**src/rtl/fsrm_pkg.sv**
```systemverilog
`timescale 1ns/1ps
package fsrm_pkg;

    typedef enum logic [1:0] {
        RC_NONE = 2'd0,
        RC_LOW  = 2'd1,
        RC_HIGH = 2'd2
    } rate_class_e;

    typedef enum logic [1:0] {
        LK_ARM     = 2'd0,  // waiting for a first edge
        LK_FIRST   = 2'd1,  // timing the first period
        LK_CONFIRM = 2'd2,  // one class stored, waiting for agreement
        LK_HELD    = 2'd3   // rate latched
    } lock_state_e;

    typedef struct packed {
        logic valid;
        logic high;
    } rate_info_t;

    function automatic rate_class_e classify(
        input int unsigned count,
        input int unsigned nom_lo,
        input int unsigned nom_hi,
        input int unsigned tol
    );
        if ((count + tol >= nom_lo) && (count <= nom_lo + tol))
            return RC_LOW;
        if ((count + tol >= nom_hi) && (count <= nom_hi + tol))
            return RC_HIGH;
        return RC_NONE;
    endfunction

    function automatic int unsigned span_max(input int unsigned a, input int unsigned b);
        return (a > b) ? a : b;
    endfunction

endpackage

```
**src/rtl/fsrm_edge.sv**
```systemverilog
`timescale 1ns/1ps
module fsrm_edge #(
    parameter bit SAMPLE_FALLING = 1'b1
) (
    input  logic clk,
    input  logic rst,
    input  logic fs_in,
    output logic rise
);
    logic samp;
    logic prev;

    generate
        if (SAMPLE_FALLING) begin : g_neg
            always_ff @(negedge clk) begin
                if (rst) samp <= 1'b0;
                else     samp <= fs_in;
            end
        end else begin : g_pos
            always_ff @(posedge clk) begin
                if (rst) samp <= 1'b0;
                else     samp <= fs_in;
            end
        end
    endgenerate

    always_ff @(posedge clk) begin
        if (rst) prev <= 1'b0;
        else     prev <= samp;
    end

    assign rise = samp & ~prev;

    // a detected edge cannot repeat on the next rising clock edge
    assert_rise_once_R2: assert property (@(posedge clk) disable iff (rst)
        rise |=> !rise);

endmodule

```
**src/rtl/fsrm_period.sv**
```systemverilog
`timescale 1ns/1ps
module fsrm_period #(
    parameter int unsigned CW = 12
) (
    input  logic          clk,
    input  logic          rst,
    input  logic          rise,
    output logic [CW-1:0] count
);
    localparam logic [CW-1:0] CNT_TOP = {CW{1'b1}};

    always_ff @(posedge clk) begin
        if (rst)
            count <= '0;
        else if (rise)
            count <= CW'(1);
        else if (count != CNT_TOP)
            count <= count + CW'(1);
    end

    assert_count_restart_R4: assert property (@(posedge clk) disable iff (rst)
        rise |=> (count == CW'(1)));

endmodule

```
**src/rtl/fsrm_lock.sv**
```systemverilog
`timescale 1ns/1ps
module fsrm_lock
    import fsrm_pkg::*;
#(
    parameter int unsigned NOM_LO = 256,
    parameter int unsigned NOM_HI = 512,
    parameter int unsigned TOL    = 4,
    parameter int unsigned CW     = 12
) (
    input  logic          clk,
    input  logic          rst,
    input  logic          rise,
    input  logic          timeout_hit,
    input  logic [CW-1:0] count,
    output rate_info_t    info
);
    lock_state_e st;
    rate_class_e held;
    rate_class_e cls;

    assign cls = classify(32'(count), NOM_LO, NOM_HI, TOL);

    always_ff @(posedge clk) begin
        if (rst) begin
            st         <= LK_ARM;
            held       <= RC_NONE;
            info.valid <= 1'b0;
            info.high  <= 1'b0;
        end else if (timeout_hit) begin
            st         <= LK_ARM;
            info.valid <= 1'b0;
        end else if (rise) begin
            unique case (st)
                LK_ARM: st <= LK_FIRST;
                LK_FIRST: begin
                    if (cls != RC_NONE) begin
                        held <= cls;
                        st   <= LK_CONFIRM;
                    end
                end
                LK_CONFIRM: begin
                    if (cls == RC_NONE) begin
                        st <= LK_FIRST;
                    end else if (cls == held) begin
                        st         <= LK_HELD;
                        info.valid <= 1'b1;
                        info.high  <= (cls == RC_HIGH);
                    end else begin
                        held <= cls;
                    end
                end
                default: ;
            endcase
        end
    end

    assert_lock_hold_R6: assert property (@(posedge clk) disable iff (rst)
        ($past(info.valid) && info.valid) |-> (info.high == $past(info.high)));

    assert_lock_on_edge_R5: assert property (@(posedge clk) disable iff (rst)
        $rose(info.valid) |-> $past(rise));

endmodule

```
**src/rtl/fsrm_sleep.sv**
```systemverilog
`timescale 1ns/1ps
module fsrm_sleep
    import fsrm_pkg::*;
#(
    parameter int unsigned TO_LO = 1024,
    parameter int unsigned TO_HI = 2048,
    parameter int unsigned CW    = 12
) (
    input  logic          clk,
    input  logic          rst,
    input  logic          rise,
    input  logic [CW-1:0] count,
    input  rate_info_t    info,
    output logic          timeout_hit,
    output logic          power_down
);
    logic [CW-1:0] limit;

    assign limit       = (info.valid && !info.high) ? CW'(TO_LO) : CW'(TO_HI);
    assign timeout_hit = !power_down && !rise && (count >= limit);

    always_ff @(posedge clk) begin
        if (rst)              power_down <= 1'b0;
        else if (rise)        power_down <= 1'b0;
        else if (timeout_hit) power_down <= 1'b1;
    end

    assert_wake_R8: assert property (@(posedge clk) disable iff (rst)
        (power_down && rise) |=> !power_down);

    assert_sleep_unlocked_R7: assert property (@(posedge clk) disable iff (rst)
        power_down |-> !info.valid);

endmodule

```
**src/rtl/fsync_rate_monitor.sv**
```systemverilog
`timescale 1ns/1ps
module fsync_rate_monitor
    import fsrm_pkg::*;
#(
    parameter int unsigned NOM_LO         = 256,
    parameter int unsigned NOM_HI         = 512,
    parameter int unsigned TOL            = 4,
    parameter int unsigned TO_LO          = 1024,
    parameter int unsigned TO_HI          = 2048,
    parameter bit          SAMPLE_FALLING = 1'b1
) (
    input  logic clk,
    input  logic rst,
    input  logic fs_in,
    output logic rate_high,
    output logic rate_valid,
    output logic power_down,
    output logic frame_strobe
);
    localparam int unsigned SPAN = span_max(span_max(TO_LO, TO_HI), NOM_HI + TOL);
    localparam int unsigned CW   = $clog2(SPAN + 2);

    logic          rise;
    logic [CW-1:0] count;
    logic          timeout_hit;
    rate_info_t    info;

    fsrm_edge #(.SAMPLE_FALLING(SAMPLE_FALLING)) u_edge (
        .clk   (clk),
        .rst   (rst),
        .fs_in (fs_in),
        .rise  (rise)
    );

    fsrm_period #(.CW(CW)) u_period (
        .clk   (clk),
        .rst   (rst),
        .rise  (rise),
        .count (count)
    );

    fsrm_lock #(.NOM_LO(NOM_LO), .NOM_HI(NOM_HI), .TOL(TOL), .CW(CW)) u_lock (
        .clk         (clk),
        .rst         (rst),
        .rise        (rise),
        .timeout_hit (timeout_hit),
        .count       (count),
        .info        (info)
    );

    fsrm_sleep #(.TO_LO(TO_LO), .TO_HI(TO_HI), .CW(CW)) u_sleep (
        .clk         (clk),
        .rst         (rst),
        .rise        (rise),
        .count       (count),
        .info        (info),
        .timeout_hit (timeout_hit),
        .power_down  (power_down)
    );

    always_ff @(posedge clk) begin
        if (rst) frame_strobe <= 1'b0;
        else     frame_strobe <= rise && !power_down;
    end

    assign rate_high  = info.high;
    assign rate_valid = info.valid;

    assert_strobe_single_R3: assert property (@(posedge clk) disable iff (rst)
        frame_strobe |=> !frame_strobe);

    assert_strobe_quiet_R3: assert property (@(posedge clk) disable iff (rst)
        power_down |-> !frame_strobe);

endmodule

```
**config.mk**
```make
export PLATFORM = sky130hd
export DESIGN_NAME = fsync_rate_monitor
export DESIGN_NICKNAME = d
export VERILOG_FILES = /design/src/rtl/fsrm_pkg.sv /design/src/rtl/fsrm_edge.sv /design/src/rtl/fsrm_period.sv /design/src/rtl/fsrm_lock.sv /design/src/rtl/fsrm_sleep.sv /design/src/rtl/fsync_rate_monitor.sv
export SDC_FILE = /design/constraint.sdc
export NUM_CORES = 1
export LEC_CHECK = 0
export ABC_AREA = 1
export CAP_MARGIN = 20
export CORE_ASPECT_RATIO = 0.8
export CORE_UTILIZATION = 25
export CTS_BUF_LIST = sky130_fd_sc_hd__clkbuf_2 sky130_fd_sc_hd__clkbuf_4 sky130_fd_sc_hd__clkbuf_8
export CTS_CLUSTER_SIZE = 10
export DETAILED_ROUTE_END_ITERATION = 8
export PLACE_DENSITY = 0.42
export SETUP_SLACK_MARGIN = 0.15
export SLEW_MARGIN = 30
export SYNTH_ARGS = -nofsm -noshare
export SYNTH_HDL_FRONTEND = slang
export SYNTH_SLANG_ARGS = --single-unit
```
**constraint.sdc**
```tcl
create_clock -name clk -period 1.7 [get_ports clk]
set_input_delay 0.425 -clock clk [delete_from_list [all_inputs] [get_ports clk]]
set_output_delay 0.425 -clock clk [all_outputs]
set_load 0.005 [all_outputs]
```
# Yosys cells after proc, flatten, opt, wreduce, memory -nomap -nowiden

Index checks and enable logic that the tools add are counted.

Word-level logic and storage cells: 69
Bits in registers: 22
Bits of input ports: 3
Output and inout port bits: 4

Bitwise operators: 4
Add/sub/neg operators: 2
Reduce and logical (&&, ||, !) cells: 21
Mux-type cells: 18
Equal/unequal tests: 9
$lt $le $gt $ge: 5

Operator list:

| cell                                                  | count |
|---|---|
| >= comparator 32 x 10 -> 1 bit, second input constant | 1 |
| two-way mux 2 bit                                     | 10 |
| adder 12 x 3 -> 13 bit, second input constant         | 1 |
| >= comparator 13 x 9 -> 1 bit, second input constant  | 1 |
| adder 12 x 1 -> 12 bit, second input constant         | 1 |
| >= comparator 12 bit                                  | 1 |
| <= comparator 12 x 10 -> 1 bit, second input constant | 1 |
| <= comparator 12 x 9 -> 1 bit, second input constant  | 1 |
| two-way mux 12 bit                                    | 1 |
| inequality test 12 bit, second input constant         | 1 |
| AND reduction 4 bit                                   | 2 |
| logical AND 1 bit                                     | 6 |
| case mux 2 bit (3 select lines)                       | 1 |
| AND reduction 6 bit                                   | 1 |
| nonzero test 2 bit                                    | 3 |
| two-way mux 1 bit                                     | 5 |
| AND reduction 5 bit                                   | 1 |
| equality test 2 bit, second input constant            | 2 |
| logical NOT 2 bit                                     | 2 |
| inequality test 2 bit, second input constant          | 2 |
| case mux 2 bit (2 select lines)                       | 1 |
| OR reduction 2 bit                                    | 2 |
| logical NOT 1 bit                                     | 3 |
| inequality test 3 x 1 -> 1 bit, second input constant | 1 |
| 6 further kinds                                       | 8 |

# Longest topological paths before layout

Depth in word-level cells: 11
Mapped depth: 18
Mapped depth without buffers: 18

# Modules after synthesis

A second synthesis with hierarchy kept.

Cells, all modules: 228
Area total of the unflattened synthesis: 1460.2 um^2

By module, submodules not included:

| module             | cells an instance | area an instance (um^2) | seq. area each (um^2) | times used |
|---|---|---|---|---|
| fsrm_period        | 98                | 661.9                   | 240.2                 | 1 |
| fsrm_lock          | 107               | 634.4                   | 120.1                 | 1 |
| fsrm_sleep         | 11                | 67.6                    | 20.0                  | 1 |
| fsrm_edge          | 8                 | 62.6                    | 40.0                  | 1 |
| fsync_rate_monitor | 4                 | 33.8                    | 20.0                  | 1 |

==> summary.txt <==
ROUTING
--------------------------------------------------------------------------------------------------
Via count normalized by instance count ..............................................         4.16
First-pass detailed-route iteration total ...........................................            4
Detailed-route wire length ..........................................................      4.15 mm
Iteration-0 DRC Markers .............................................................           45
Number of nets with antenna violations after detailed routing .......................            0
Total number of vias ................................................................        1,556
Count of unresolved DRC violations after routing ....................................            0
Post-detailed-route wirelength per cell .............................................      11.1 um

CLOCK TREE
--------------------------------------------------------------------------------------------------
Sinks on Clock Net ..................................................................           22
Clock tree from TritonCTS ...........................................................          yes
CTS H-Tree Depth ....................................................................            1
Cts hold-fix bufs ...................................................................            0
Buffer type at the clock tree root ..................................................     clkbuf_8
Inserted Clock Buffers ..............................................................            3
Bufs on Longest Clock Path ..........................................................            2
Clock transition time at the flip-flop clock pins of the worst setup and hold paths .      0.09 ns
Clock latency at the later pin of the worst-skew pair ...............................      0.33 ns

GLOBAL ROUTING
--------------------------------------------------------------------------------------------------
Antenna violations before repair ....................................................            0
Via count of the first global-routing pass ..........................................        1,539
Overflow left after global routing ..................................................            0
Total track usage ...................................................................        0.150
Pin count of the biggest net entering global routing ................................           14
First-pass GRT wire length ..........................................................      7.27 mm

FLOORPLAN
--------------------------------------------------------------------------------------------------
Placeable Area ......................................................................    5560 um^2
Floorplan row count .................................................................           24
Top Ports ...........................................................................            7
Effective utilization at floorplan ..................................................        0.265
DIE AREA ............................................................................    6200 um^2
Die extent in y .....................................................................      70.6 um
Die X ...............................................................................      87.8 um

MIN PATH
--------------------------------------------------------------------------------------------------
HP Start ............................................................................ u_lock.info[0]
Class of the tightest hold or removal check ......................................... flop to flop
Hold path depth .....................................................................            2
Min-Delay Endpoint .................................................................. u_lock.info[0]

TIMING
--------------------------------------------------------------------------------------------------
Max-slew violation total from the final report ......................................            0
Final Hold Viols ....................................................................            0
Final Worst Setup Slack .............................................................    -0.378 ns
Final setup vio count ...............................................................           20
Final setup skew ....................................................................    0.0696 ns
Smallest hold slack .................................................................     0.488 ns
Slew at the pin with the worst max-slew slack .......................................     0.240 ns
Worst slew margin relative to its limit .............................................        0.840
RSZ-0062 raised after global routing ................................................          yes

CRITICAL PATH
--------------------------------------------------------------------------------------------------
Critical Path Sink Type .............................................................         flop
Worst Reg-to-Reg Cells ..............................................................            8
Reg2Reg Capture Point ............................................................... u_period.count[9]
Largest fanout on the critical path .................................................            5
Minimum setup slack among reg-to-reg paths ..........................................     -0.38 ns
Worst EP arrival ....................................................................      2.24 ns
Kind of launch point of the worst setup path ........................................         flop
WP data required ....................................................................      1.86 ns
Setup Crit Path Kind ................................................................ flop to flop
Origin of the critical flop-to-flop path ............................................  u_edge.samp

LAYOUT
--------------------------------------------------------------------------------------------------
Filler cell count ...................................................................          583
Layout overhead on the synthesized area .............................................        58.0%
Commonest non-fill, non-tap cell in the layout ......................................        buf_4
Count of non-filler cells in the finished layout ....................................          374
Net count reported at finish ........................................................          311
Total inserted antenna cells ........................................................            0
Most used cells in the layout excluding fill and tap cells .......................... 50 x buf_4, 45 x nand2_1, 36 x inv_1
Share of cells above drive strength 1 ...............................................        0.432
Final Instance Area .................................................................    2330 um^2

SYNTH
--------------------------------------------------------------------------------------------------
Post-synthesis sequential area ratio ................................................        0.299
Total of flip-flops plus latches after synthesis ....................................           22
Synthesized net count ...............................................................          245
Synthesized cell area ...............................................................    1470 um^2
Syn_area_per_cell ...................................................................    6.38 um^2
Number of library cell types mapped by synthesis ....................................           22
Number of synthesis warnings ........................................................            0
Gate Count Post-Synth ...............................................................          231

PLACE
--------------------------------------------------------------------------------------------------
Placed Cells incl. Taps .............................................................          361
Routability cong. ...................................................................        0.854
Placement-stage cell area ...........................................................    2000 um^2
HPWL after detailed placement .......................................................      3.25 mm
Setup Slack @ Placement .............................................................    -0.327 ns
Count of buffers from port buffering ................................................            6

POWER
--------------------------------------------------------------------------------------------------
Peak VDD IR .........................................................................     0.298 mV
Static power due to leakage .........................................................      1.25 nW
Pwr Density .........................................................................  550 nW/um^2
Overall power after layout ..........................................................      1.28 mW

JOB
--------------------------------------------------------------------------------------------------
Total of max-cap violations .........................................................            0

RUN STATUS
--------------------------------------------------------------------------------------------------
Run status .......................................................................... complete, but fails checks
Violated checks ..................................................................... setup timing

## repair_timing
item | CTS | global route
pin swaps | 9 | 16
buffers inserted | 5 | 4
endpoints found under the setup margin | 24 | 23
resized for setup | 23 | 49
## layout make-up
cell class                      count  area (um^2)  area share
Multi-Input combinational cell    166         1040       0.448
Timing Repair Buffer               61          495       0.213
Sequential cell                    22          457       0.196
Inverter                           42          160      0.0688
Tap cell                           78         97.6      0.0419
Clock buffer                        3         41.3      0.0177
Clock inverter                      2         33.8      0.0145
## worst max-delay path by stage
stage | startpoint | endpoint | slack [ns] | cells past startpoint
finish | u_edge.samp | u_period.count[9] | -0.38 | 8
global route | u_edge.samp | u_period.count[9] | -0.44 | 8
CTS | u_edge.samp | u_lock.st[1] | -0.33 | 10
detailed placement | u_edge.samp | u_lock.st[1] | -0.33 | 10
global placement | u_edge.samp | u_lock.st[1] | -0.37 | 10
floorplan | u_edge.samp | u_lock.st[0] | -0.18 | 9
## layer usage
metal | vias to the layer above | routed length [um] | track usage | part of all wire
met4 | 0 | 0 | 0.0164 | 0
li1 | 846 | - | - | -
met2 | 15 | 1590 | 0.208 | 0.38
met5 | - | 0 | 0 | 0
met3 | 0 | 95 | 0.0245 | 0.023
met1 | 695 | 2470 | 0.243 | 0.59
## flip-flops by register name, summed over array words and instances (netlist names)
name                cells
u_lock.st               2
frame_strobe            1
u_edge.samp             1
u_sleep.power_down      1
u_lock.info             2
u_lock.held             2
u_edge.prev             1
u_period.count         12
## cell usage after synthesis
cell type	number	area, um^2
nand2_1	52	195
inv_1	42	158
nor2_1	32	120
dfxtp_1	22	440
nand3_1	17	85.1
o21ai_0	12	60.1
ha_1	11	138
nand2_2	11	68.8
a21oi_1	6	30.0
nor3_1	6	30.0
xor2_1	4	35.0
nand4_1	3	18.8
nor2_2	3	18.8
a31oi_1	2	12.5
a211oi_1	1	7.51
a21o_1	1	7.51
and2_2	1	7.51
inv_2	1	3.75
nand3b_1	1	7.51
nor2_4	1	11.3
nor3_2	1	10.0
o21bai_1	1	7.51
## metrics by stage
step	setup TNS, ns	utilization
2_1_floorplan	-0.795	-
3_3_place_gp	-4.53	0.359
3_5_place_dp	-4.33	0.359
4_1_cts	-4.35	0.387
5_1_grt	-7.04	0.419
6_report	-5.42	0.419
## critical path: stages (launching register included)
cell and delay [ns]:
dfxtp_2 0.31, inv_2 0.04, nor2_4 0.16, buf_4 0.15
nor2_4 0.04, buf_6 0.13, buf_6 0.11, o21ai_2 0.04
inv_1 0.06
## power breakdown
group	switching [mW]	total, mW	internal (mW)	leakage [nW]
sequential	0.00971	0.539	0.530	0.184
combinational	0.121	0.223	0.102	1.02
clock	0.200	0.518	0.318	0.0410
## cell families (layout without fill, tap and decap cells)
family / count (synthesis) / count (layout) / share of synthesized area
AO/OA/AOI/OAI: 23 / 23 / 0.0850
AND/OR/NAND/NOR: 128 / 128 / 0.389
adder cells (fa/ha/maj): 11 / 11 / 0.0935
flip-flops: 22 / 22 / 0.299
XOR/XNOR: 4 / 4 / 0.0238
buffers and inverters: 43 / 108 / 0.110
Power figures use the tool's default switching activity.
